### config.mk
export PLATFORM = sky130hd
export DESIGN_NAME = msg_reorder_buf
export DESIGN_NICKNAME = d
export VERILOG_FILES = /design/src/rtl/msg_reorder_buf.sv
export SDC_FILE = /design/constraint.sdc
export NUM_CORES = 1
export LEC_CHECK = 0
export BUFFER_PORTS_ARGS = -buffer_cell sky130_fd_sc_hd__clkbuf_2
export CAP_MARGIN = 30
export CORE_AREA = 2 2 232 234
export CTS_CLUSTER_SIZE = 24
export DETAILED_ROUTE_END_ITERATION = 16
export DIE_AREA = 0 0 234 236
export PLACE_DENSITY = 0.7
export SLEW_MARGIN = 15
export SYNTH_ARGS = -nofsm -noshare
export SYNTH_HDL_FRONTEND = slang
export SYNTH_SLANG_ARGS = --single-unit
### constraint.sdc
create_clock -name clk -period 5.9 [get_ports clk]
set_input_delay 0.295 -clock clk [delete_from_list [all_inputs] [get_ports clk]]
set_output_delay 0.295 -clock clk [all_outputs]
set_load 0.02 [all_outputs]
### src/rtl/msg_reorder_buf.sv
module msg_reorder_buf #(
  parameter int W    = 32,
  parameter int N    = 8,
  parameter int MINW = 2,
  localparam int CW  = $clog2(N + 1)
) (
  input  logic           clk,
  input  logic           rst_n,
  input  logic [CW-1:0]  cfg_words,
  input  logic           cfg_decrypt,
  input  logic [W-1:0]   in_data,
  input  logic           in_wr,
  input  logic           xfer,
  output logic [N*W-1:0] slot_q,
  output logic           msg_full,
  input  logic           res_load,
  input  logic [N*W-1:0] res_data,
  input  logic           res_shift,
  output logic [W-1:0]   out_data,
  output logic           out_valid
);

  logic [W-1:0]  slot [N];
  logic [W-1:0]  sh   [N];
  logic [CW-1:0] cnt, act_words, run_words, out_left;
  logic          act_dec;

  logic [CW-1:0] cfg_cl, eff_words;
  logic          eff_dec, wr_ok;

  assign cfg_cl    = (cfg_words < CW'(MINW)) ? CW'(MINW) :
                     (cfg_words > CW'(N))    ? CW'(N) : cfg_words;
  assign eff_words = (cnt == '0) ? cfg_cl : act_words;
  assign eff_dec   = (cnt == '0) ? cfg_decrypt : act_dec;
  assign wr_ok     = in_wr && !xfer && (cnt < eff_words);
  assign msg_full  = (cnt == act_words);
  assign out_data  = sh[0];
  assign out_valid = (out_left != '0);

  always_ff @(posedge clk or negedge rst_n) begin
    if (!rst_n) begin
      cnt       <= '0;
      act_words <= CW'(MINW);
      act_dec   <= 1'b0;
      run_words <= CW'(MINW);
    end else begin
      act_words <= eff_words;
      act_dec   <= eff_dec;
      if (xfer) begin
        cnt       <= '0;
        run_words <= act_words;
      end else if (wr_ok) begin
        cnt <= cnt + 1'b1;
      end
    end
  end

  for (genvar i = 0; i < N; i++) begin : g_slot
    assign slot_q[i*W +: W] = slot[i];
    always_ff @(posedge clk or negedge rst_n) begin
      if (!rst_n)
        slot[i] <= '0;
      else if (wr_ok) begin
        if (eff_dec) begin
          if (i == 0) slot[i] <= in_data;
          else        slot[i] <= slot[(i > 0) ? i-1 : 0];
        end else if (cnt == CW'(i)) begin
          slot[i] <= in_data;
        end
      end
    end
  end

  for (genvar i = 0; i < N; i++) begin : g_out
    always_ff @(posedge clk or negedge rst_n) begin
      if (!rst_n)
        sh[i] <= '0;
      else if (res_load)
        sh[i] <= res_data[i*W +: W];
      else if (res_shift && out_valid)
        sh[i] <= (i == N-1) ? '0 : sh[(i < N-1) ? i+1 : i];
    end
  end

  always_ff @(posedge clk or negedge rst_n) begin
    if (!rst_n)
      out_left <= '0;
    else if (res_load)
      out_left <= run_words;
    else if (res_shift && out_valid)
      out_left <= out_left - 1'b1;
  end

  AST_NO_OVERFLOW: assert property (@(posedge clk) disable iff (!rst_n)
    cnt <= act_words);
  AST_FULL_HOLD: assert property (@(posedge clk) disable iff (!rst_n)
    msg_full && !xfer |=> msg_full);
  AST_FULL_DROP: assert property (@(posedge clk) disable iff (!rst_n)
    msg_full && !xfer |=> $stable(slot_q));
  AST_XFER_EMPTY: assert property (@(posedge clk) disable iff (!rst_n)
    xfer |=> !msg_full);
  AST_CFG_FROZEN: assert property (@(posedge clk) disable iff (!rst_n)
    (cnt != '0) && !xfer |=> $stable(act_words) && $stable(act_dec));
  AST_OUT_END: assert property (@(posedge clk) disable iff (!rst_n)
    res_shift && !res_load && out_left == CW'(1) |=> !out_valid);
  AST_IDLE_SHIFT: assert property (@(posedge clk) disable iff (!rst_n)
    !out_valid && !res_load |=> !out_valid && $stable(out_data));

endmodule

==> run summary, run 1 <==
outcome = finished, final reports clean
max frequency = 224 MHz
transition at the pin with the smallest max-transition slack = 1.21 ns
worst-path fanout max = 64
Filler Cell Count = 4,140
number of antenna violations at the first check in global routing = 4
share of final-layout standard cells stronger than drive strength 1 = 0.259
R2R setup slack = 1.44 ns
portion of total power attributed to combinational logic = 0.445
Net Switching = 0.00751 W
Cell Count, Final, Fillers Out = 3,651
half-perimeter wire length of the detailed placement result = 56,400 um
type of the worst min-delay path = primary input to flop
effective utilization at floorplan = 0.451
final routed wirelength across all metal layers = 88,100 um
worst setup path startpoint = cnt[1]
unrepaired setup endpoints after global routing = false
Layout Skew = 0.0309 ns
required time of the critical path = 6.43 ns
count of routing violations after the opening detailed-route iteration = 1,670
insertion delay to the later sink of the worst-skew pair = 0.61 ns
warning count from the yosys run = 0
TritonCTS clock tree = done
sequential fraction of design power = 0.349
final design area excluding fillers = 0.0320 mm2
total number of placement rows = 85
Chip Width = 234 um
maximum number of pins on one net before global-route repair = 205
synth unique cells = 40
count of mapped cells out of synthesis = 2,201
reg-to-reg critical path startpoint = cnt[1]
Setup crit end kind = flop
Residual DRC = 0
Peak supply drop = 0.429 mV
cell area after placement = 0.0272 mm2
portion of the post-synthesis area used by sequential elements = 0.553
data arrival time of the worst path = 4.99 ns
count of endpoints failing setup in the final report = 0
final-report max-slew violation count = 0
Die Area = 0.0552 mm2
Sink Count = 529
FF-to-FF End = slot_q[238]
Async SR Flop Fraction = 1.00
Setup TNS = 0 ns
via total after detailed routing = 21,300
FF+latch count, synth = 529
mean routed wirelength per cell = 24.1 um
net count of the mapped netlist = 2,508
Mapped Area = 0.0240 mm2
P per Cell Area = 546 mW/mm2
Tot GR Track Use = 0.311
Boundary Pins = 589
final worst path period need = 4.46 ns
Hold Violations, Final = 0
Root Buffer Master = clkbuf_16
worst slack at placement = 1.46 ns
Final Wtd Congestion = 0.956
clock slew at the register clock pins of the worst setup and hold paths = 0.06 ns
remaining antenna violation count = 0
Nets = 3,215
depth of the worst register-to-register path = 11
number of levels in the clock H-tree = 2
Area growth, synth to finish = 33.7%
proportion of total power due to net switching = 0.429
clock power share = 0.206
buffers from clock root to sink, at most = 3
Lkg Pwr = 14.8 nW
cell count after placement = 3,258
start-to-end type of the worst setup path = flop to flop
endpoint of the worst setup timing path = slot_q[238]
number of global-route vias before repair = 21,900
fin worst setup slack = 1.44 ns
post-route fraction of the period consumed by the critical path = 0.757
core area = 0.0531 mm2
Port Buffer Count = 588
total iterations of the first detailed-routing run = 5
Primary FF master, synth = dfrtp_1
wire length of the first global-routing pass = 132,000 um
remaining global-route overflow = 0
per-cell via count in the routed design = 5.83
internal power = 0.00998 W
Post-synth EDFFs = 0
cts bufs inserted = 55
average cell area after synthesis = 10.9 um2
number of max-cap violations = 0
crit start category = flop
vertical die dimension = 236 um
Rel. slew slack = 0.196
## worst min path at each step
stage	start	end	slack, ns	depth (start not counted)
2_1_floorplan	rst_n	act_dec	-0.0006	0
3_3_place_gp	rst_n	out_data[13]	0.33	1
3_5_place_dp	rst_n	sh[205]	0.34	1
4_1_cts	res_data[68]	sh[164]	0.02	3
5_1_grt	res_data[68]	sh[164]	0.02	3
6_report	in_data[3]	slot_q[3]	0.06	2
## synthesized netlist by cell type (all sizes together) (3+ instances only)
library cell  count  area, um2
dfrtp           527      13200
nand2           301       1130
o21ai           263       1320
mux2i           227       2270
a211oi          192       1440
a2bb2oi         192       1680
clkbuf          157        589
buf             100        606
a21oi            47        239
nor2             41        154
mux2             39        439
a22oi            32        240
and3             32        200
ha                8        100
inv               7       26.3
xor2              6       52.6
nand2b            4       25.0
nor2b             3       18.8
or3b              3       26.3
## layer usage
| metal | vias to the layer above | GRT usage | wire [um] |
|---|---|---|---|
| met2 | 1048 | 0.522 | 43200 |
| li1 | 9369 | - | - |
| met5 | - | 0 | 0 |
| met1 | 10600 | 0.368 | 32600 |
| met3 | 215 | 0.0898 | 8140 |
| met4 | 0 | 0.140 | 4200 |
## power groups by stage
stage | logic, W | clock network, W | registers, W
3_5_place_dp | 0.00750 | 0 | 0.00608
3_3_place_gp | 0.00722 | 0 | 0.00606
5_1_grt | 0.00827 | 0.00381 | 0.00619
2_1_floorplan | 0.00398 | 0 | 0.00670
6_report | 0.00778 | 0.00361 | 0.00609
4_1_cts | 0.00767 | 0.00365 | 0.00605
## final cells by class
type,count,area (um2),share of cell area
well taps,696,871,0.0272
flip-flops and latches,529,13200,0.413
repair buffers,907,6330,0.198
multi-input cells,1408,9690,0.302
clock inverters,10,143,0.00445
inverters,7,26.3,0.000820
diodes,3,7.51,0.000234
clock buffers,91,1720,0.0538
## sequential cells by signal (all words and copies together), names as in the netlist
| register | flops |
|---|---|
| cnt | 4 |
| act_dec | 1 |
| sh | 224 |
| run_words | 4 |
| out_data | 32 |
| act_words | 4 |
| out_left | 4 |
| slot_q | 256 |
## layout by cell type, fill, tap and decap left out, types with 3 or more instances in the layout
cell type,count
clkbuf_2,586
dfrtp_1,527
nand2_1,299
dlygate4sd3_1,288
o21ai_0,262
mux2i_1,227
a211oi_1,192
a2bb2oi_1,192
clkbuf_16,56
nor2_1,40
mux2_2,36
a21oi_1,34
and3_1,32
a22oi_1,32
clkbuf_8,19
clkbuf_1,16
buf_4,15
a21oi_4,13
ha_1,8
buf_16,8
inv_1,7
xor2_1,6
buf_12,6
nand2b_1,4
clkinv_2,4
buf_8,4
diode_2,3
nor2b_1,3
bufinv_16,3
## worst max-delay path: stages (launching register included)
cell and delay [ns]:
dfrtp_1 0.46, inv_1 0.14, ha_1 0.19, or3b_1 0.58, o31a_1 0.38, ha_1 0.27, nor2_1 0.05, a31o_1 0.21
o21ai_2 0.73, nand2_4 0.66, buf_12 0.43, a2bb2oi_1 0.20
## what timing repair did
action / 4_1_cts / 5_1_grt
hold buffers: 288 / 0
gates resized for setup: 0 / 0
buffers inserted: 0 / 0
endpoints found under the hold margin: 362 / 0
## logic make-up after synthesis
kind of cell	synth area share
mux	0.113
compound gates	0.208
flops	0.553
xor+xnor	0.00293
simple gates	0.0684
buf+inv	0.0510
fa+ha+maj	0.00418
## per-stage QoR
| stage | util | hold WS [ns] | power (W) |
|---|---|---|---|
| after floorplan | - | -0.000591 | 0.0107 |
| after global placement | 0.509 | 0.335 | 0.0133 |
| after detailed placement | 0.513 | 0.338 | 0.0136 |
| after CTS | 0.603 | 0.0158 | 0.0174 |
| after global routing | 0.603 | 0.0162 | 0.0183 |
| final | 0.603 | 0.0569 | 0.0175 |
Note: power is estimated with default switching activity, not from simulation.
==> run 2, diff against run 1 <==
CORE_AREA = not set   (was 2 2 232 234)
CORE_ASPECT_RATIO = 0.8   (was not set)
CORE_UTILIZATION = 49   (was not set)
DIE_AREA = not set   (was 0 0 234 236)
PLACE_DENSITY = 0.77   (was 0.7)
clock period = 4.1 ns   (was 5.9 ns; I/O delays follow)
==> run 2 against run 1 <==
  * Core utilization increased by 5.8 points
  * Critical endpoint is now slot_q[166]
  * Non-clock buffer count increased by 16
  * Highest routed layer unchanged
  * First-iteration DRC count increased by 31%
  * Register-to-register slack got worse by 1.3 ns
  * Worst hold slack improved by 0.14 ns
  * Largest power group unchanged
==> run summary, run 2 (same netlist as run 1, synthesis figures left out) <==
outcome = finished, final reports clean (unchanged)
number of global-route vias before repair = 22,400 (was 21,900)
most used cells in the layout excluding fill and tap cells = clkbuf_2, dfrtp_1, nand2_1 (unchanged)
Filler Cell Count = 3,423 (was 4,140)
Chip Width = 249 um (was 234 um)
Rel. slew slack = 0.150 (was 0.196)
worst stage delay on the critical path = 0.51 ns (was 0.73 ns)
number of levels in the clock H-tree = 2 (unchanged)
crit start category = flop (unchanged)
FF/Latch Area = 0.0132 mm2 (unchanged)
dominant cell type by count on the critical path = ha_1 (unchanged)
buffers from clock root to sink, at most = 3 (unchanged)
maximum number of pins on one net before global-route repair = 193 (was 205)
Setup crit end kind = flop (unchanged)
per-cell via count in the routed design = 6.14 (was 5.83)
via total after detailed routing = 22,100 (was 21,300)
effective utilization at floorplan = 0.496 (was 0.451)
Hold Worst Slack = 0.201 ns (was 0.0569 ns)
worst-path fanout max = 192 (was 64)
mean routed wirelength per cell = 24.2 um (was 24.1 um)
Tot GR Track Use = 0.338 (was 0.311)
category of cells accounting for the largest share of critical-path delay = compound AO/OA/AOI/OAI gates (unchanged)
Area growth, synth to finish = 33.4% (was 33.7%)
final worst path period need = 3.93 ns (was 4.46 ns)
post-route fraction of the period consumed by the critical path = 0.959 (was 0.757)
Layout Skew = 0.0270 ns (was 0.0309 ns)
flip-flop count of the largest register after layout = 256 (unchanged)
fin worst setup slack = 0.167 ns (was 1.44 ns)
total iterations of the first detailed-routing run = 6 (was 5)
Slowest cell on crit path = o21ai_4 (was o21ai_2)
Residual DRC = 0 (unchanged)
insertion delay to the later sink of the worst-skew pair = 0.60 ns (was 0.61 ns)
Hold Violations, Final = 0 (unchanged)
type of the worst min-delay path = primary input to flop (unchanged)
share of final-layout standard cells stronger than drive strength 1 = 0.261 (was 0.259)
cells along the critical path = inv_1 -> ha_1 -> or3b_1 -> o31a_1 -> ha_1 -> nor2_1 -> a31o_1 -> o21ai_4 -> nand2_4 -> buf_12 -> a2bb2oi_1 (was inv_1 -> ha_1 -> or3b_1 -> o31a_1 -> ha_1 -> nor2_1 -> a31o_1 -> o21ai_2 -> nand2_4 -> buf_12 -> a2bb2oi_1)
Critical path buffers and inverters = 2 (unchanged)
Boundary Pins = 589 (unchanged)
Peak supply drop = 0.718 mV (was 0.429 mV)
unrepaired setup endpoints after global routing = false (unchanged)
final-report max-slew violation count = 0 (unchanged)
number of antenna violations at the first check in global routing = 1 (was 4)
Sink Count = 529 (unchanged)
remaining antenna violation count = 0 (unchanged)
Lkg Pwr = 14.8 nW (about the same)
remaining global-route overflow = 0 (unchanged)
vertical die dimension = 200 um (was 236 um)
count of endpoints failing setup in the final report = 0 (unchanged)
required time of the critical path = 4.60 ns (was 6.43 ns)
final routed wirelength across all metal layers = 87,200 um (was 88,100 um)
cts bufs inserted = 53 (was 55)
Die Area = 0.0498 mm2 (was 0.0552 mm2)
number of max-cap violations = 0 (unchanged)
half-perimeter wire length of the detailed placement result = 52,900 um (was 56,400 um)
clock slew at the register clock pins of the worst setup and hold paths = 0.06 ns (about the same)
P per Cell Area = 776 mW/mm2 (was 546 mW/mm2)
Final Wtd Congestion = 0.962 (was 0.956)
data arrival time of the worst path = 4.43 ns (was 4.99 ns)
transition at the pin with the smallest max-transition slack = 1.26 ns (was 1.21 ns)
total number of placement rows = 72 (was 85)
max frequency = 254 MHz (was 224 MHz)
Root Buffer Master = clkbuf_16 (unchanged)
multi-input gate area in the final layout = 0.00970 mm2 (was 0.00969 mm2)
worst slack at placement = 0.247 ns (was 1.46 ns)
most common library cell in the layout ignoring fill and taps = clkbuf_2 (unchanged)
Setup TNS = 0 ns (unchanged)
wire length of the first global-routing pass = 131,000 um (was 132,000 um)
start-to-end type of the worst setup path = flop to flop (unchanged)
core area = 0.0483 mm2 (was 0.0531 mm2)
count of routing violations after the opening detailed-route iteration = 2,186 (was 1,670)
TritonCTS clock tree = done (unchanged)
Nets = 3,230 (was 3,215)
Port Buffer Count = 588 (unchanged)
## run 2: what timing repair did
item | in CTS | in global routing
gates resized for setup | 0 | 1
endpoints found under the setup margin | 0 | 91
endpoints found under the hold margin | 378 | 0
hold buffers | 294 | 0
setup buffers | 0 | 1
## run 2: worst reg2reg max path: stages, from the launching register on
cell	delay (ns)
dfrtp_1	0.48
inv_1	0.13
ha_1	0.20
or3b_1	0.49
o31a_1	0.36
ha_1	0.29
nor2_1	0.05
a31o_1	0.22
o21ai_4	0.51
nand2_4	0.15
buf_12	0.25
a2bb2oi_1	0.72
## run 2: worst paths after layout
kind | depth (start not counted) | endpoint | slack, ns | start
worst max-delay path | 11 | slot_q[166] | 0.17 | cnt[0]
worst min-delay path | 3 | sh[51] | 0.20 | res_load
worst max register to register | 11 | slot_q[166] | 0.17 | cnt[0]
worst min register to register | 2 | out_left[0] | 0.49 | run_words[0]
max in group asynchronous | 3 | sh[32] | 2.73 | rst_n
min in group asynchronous | 2 | out_data[10] | 0.22 | rst_n
## run 2: per-layer routing
layer	global-route usage	up-vias	wire length, um
li1	-	9405	-
met1	0.402	11000	31500
met2	0.572	1427	42600
met3	0.0836	336	7920
met4	0.185	0	5140
met5	0.000952	-	0
## run 2: final cells by class
type	count	area share
inverters	7	0.000822
clock buffers	84	0.0509
repair buffers	923	0.202
diodes	7	0.000548
flip-flops and latches	529	0.414
clock inverters	13	0.00329
well taps	629	0.0246
multi-input cells	1409	0.304
## run 2: through the flow
step                cells  total power (W)   util  cell area (um2)
global placement     3197           0.0189  0.562            27100
floorplan            2201           0.0154      -            24000
detailed placement   3197           0.0192  0.562            27100
CTS                  3588           0.0244  0.658            31800
finish               3601           0.0248  0.662            32000
global route         3595           0.0258  0.662            31900
## run 2: power breakdown
part / leakage, nW / switching (W) / internal [W]
combinational: 7.74 / 0.00679 / 0.00426
clock: 0.847 / 0.00212 / 0.00278
sequential: 6.18 / 0.00182 / 0.00701
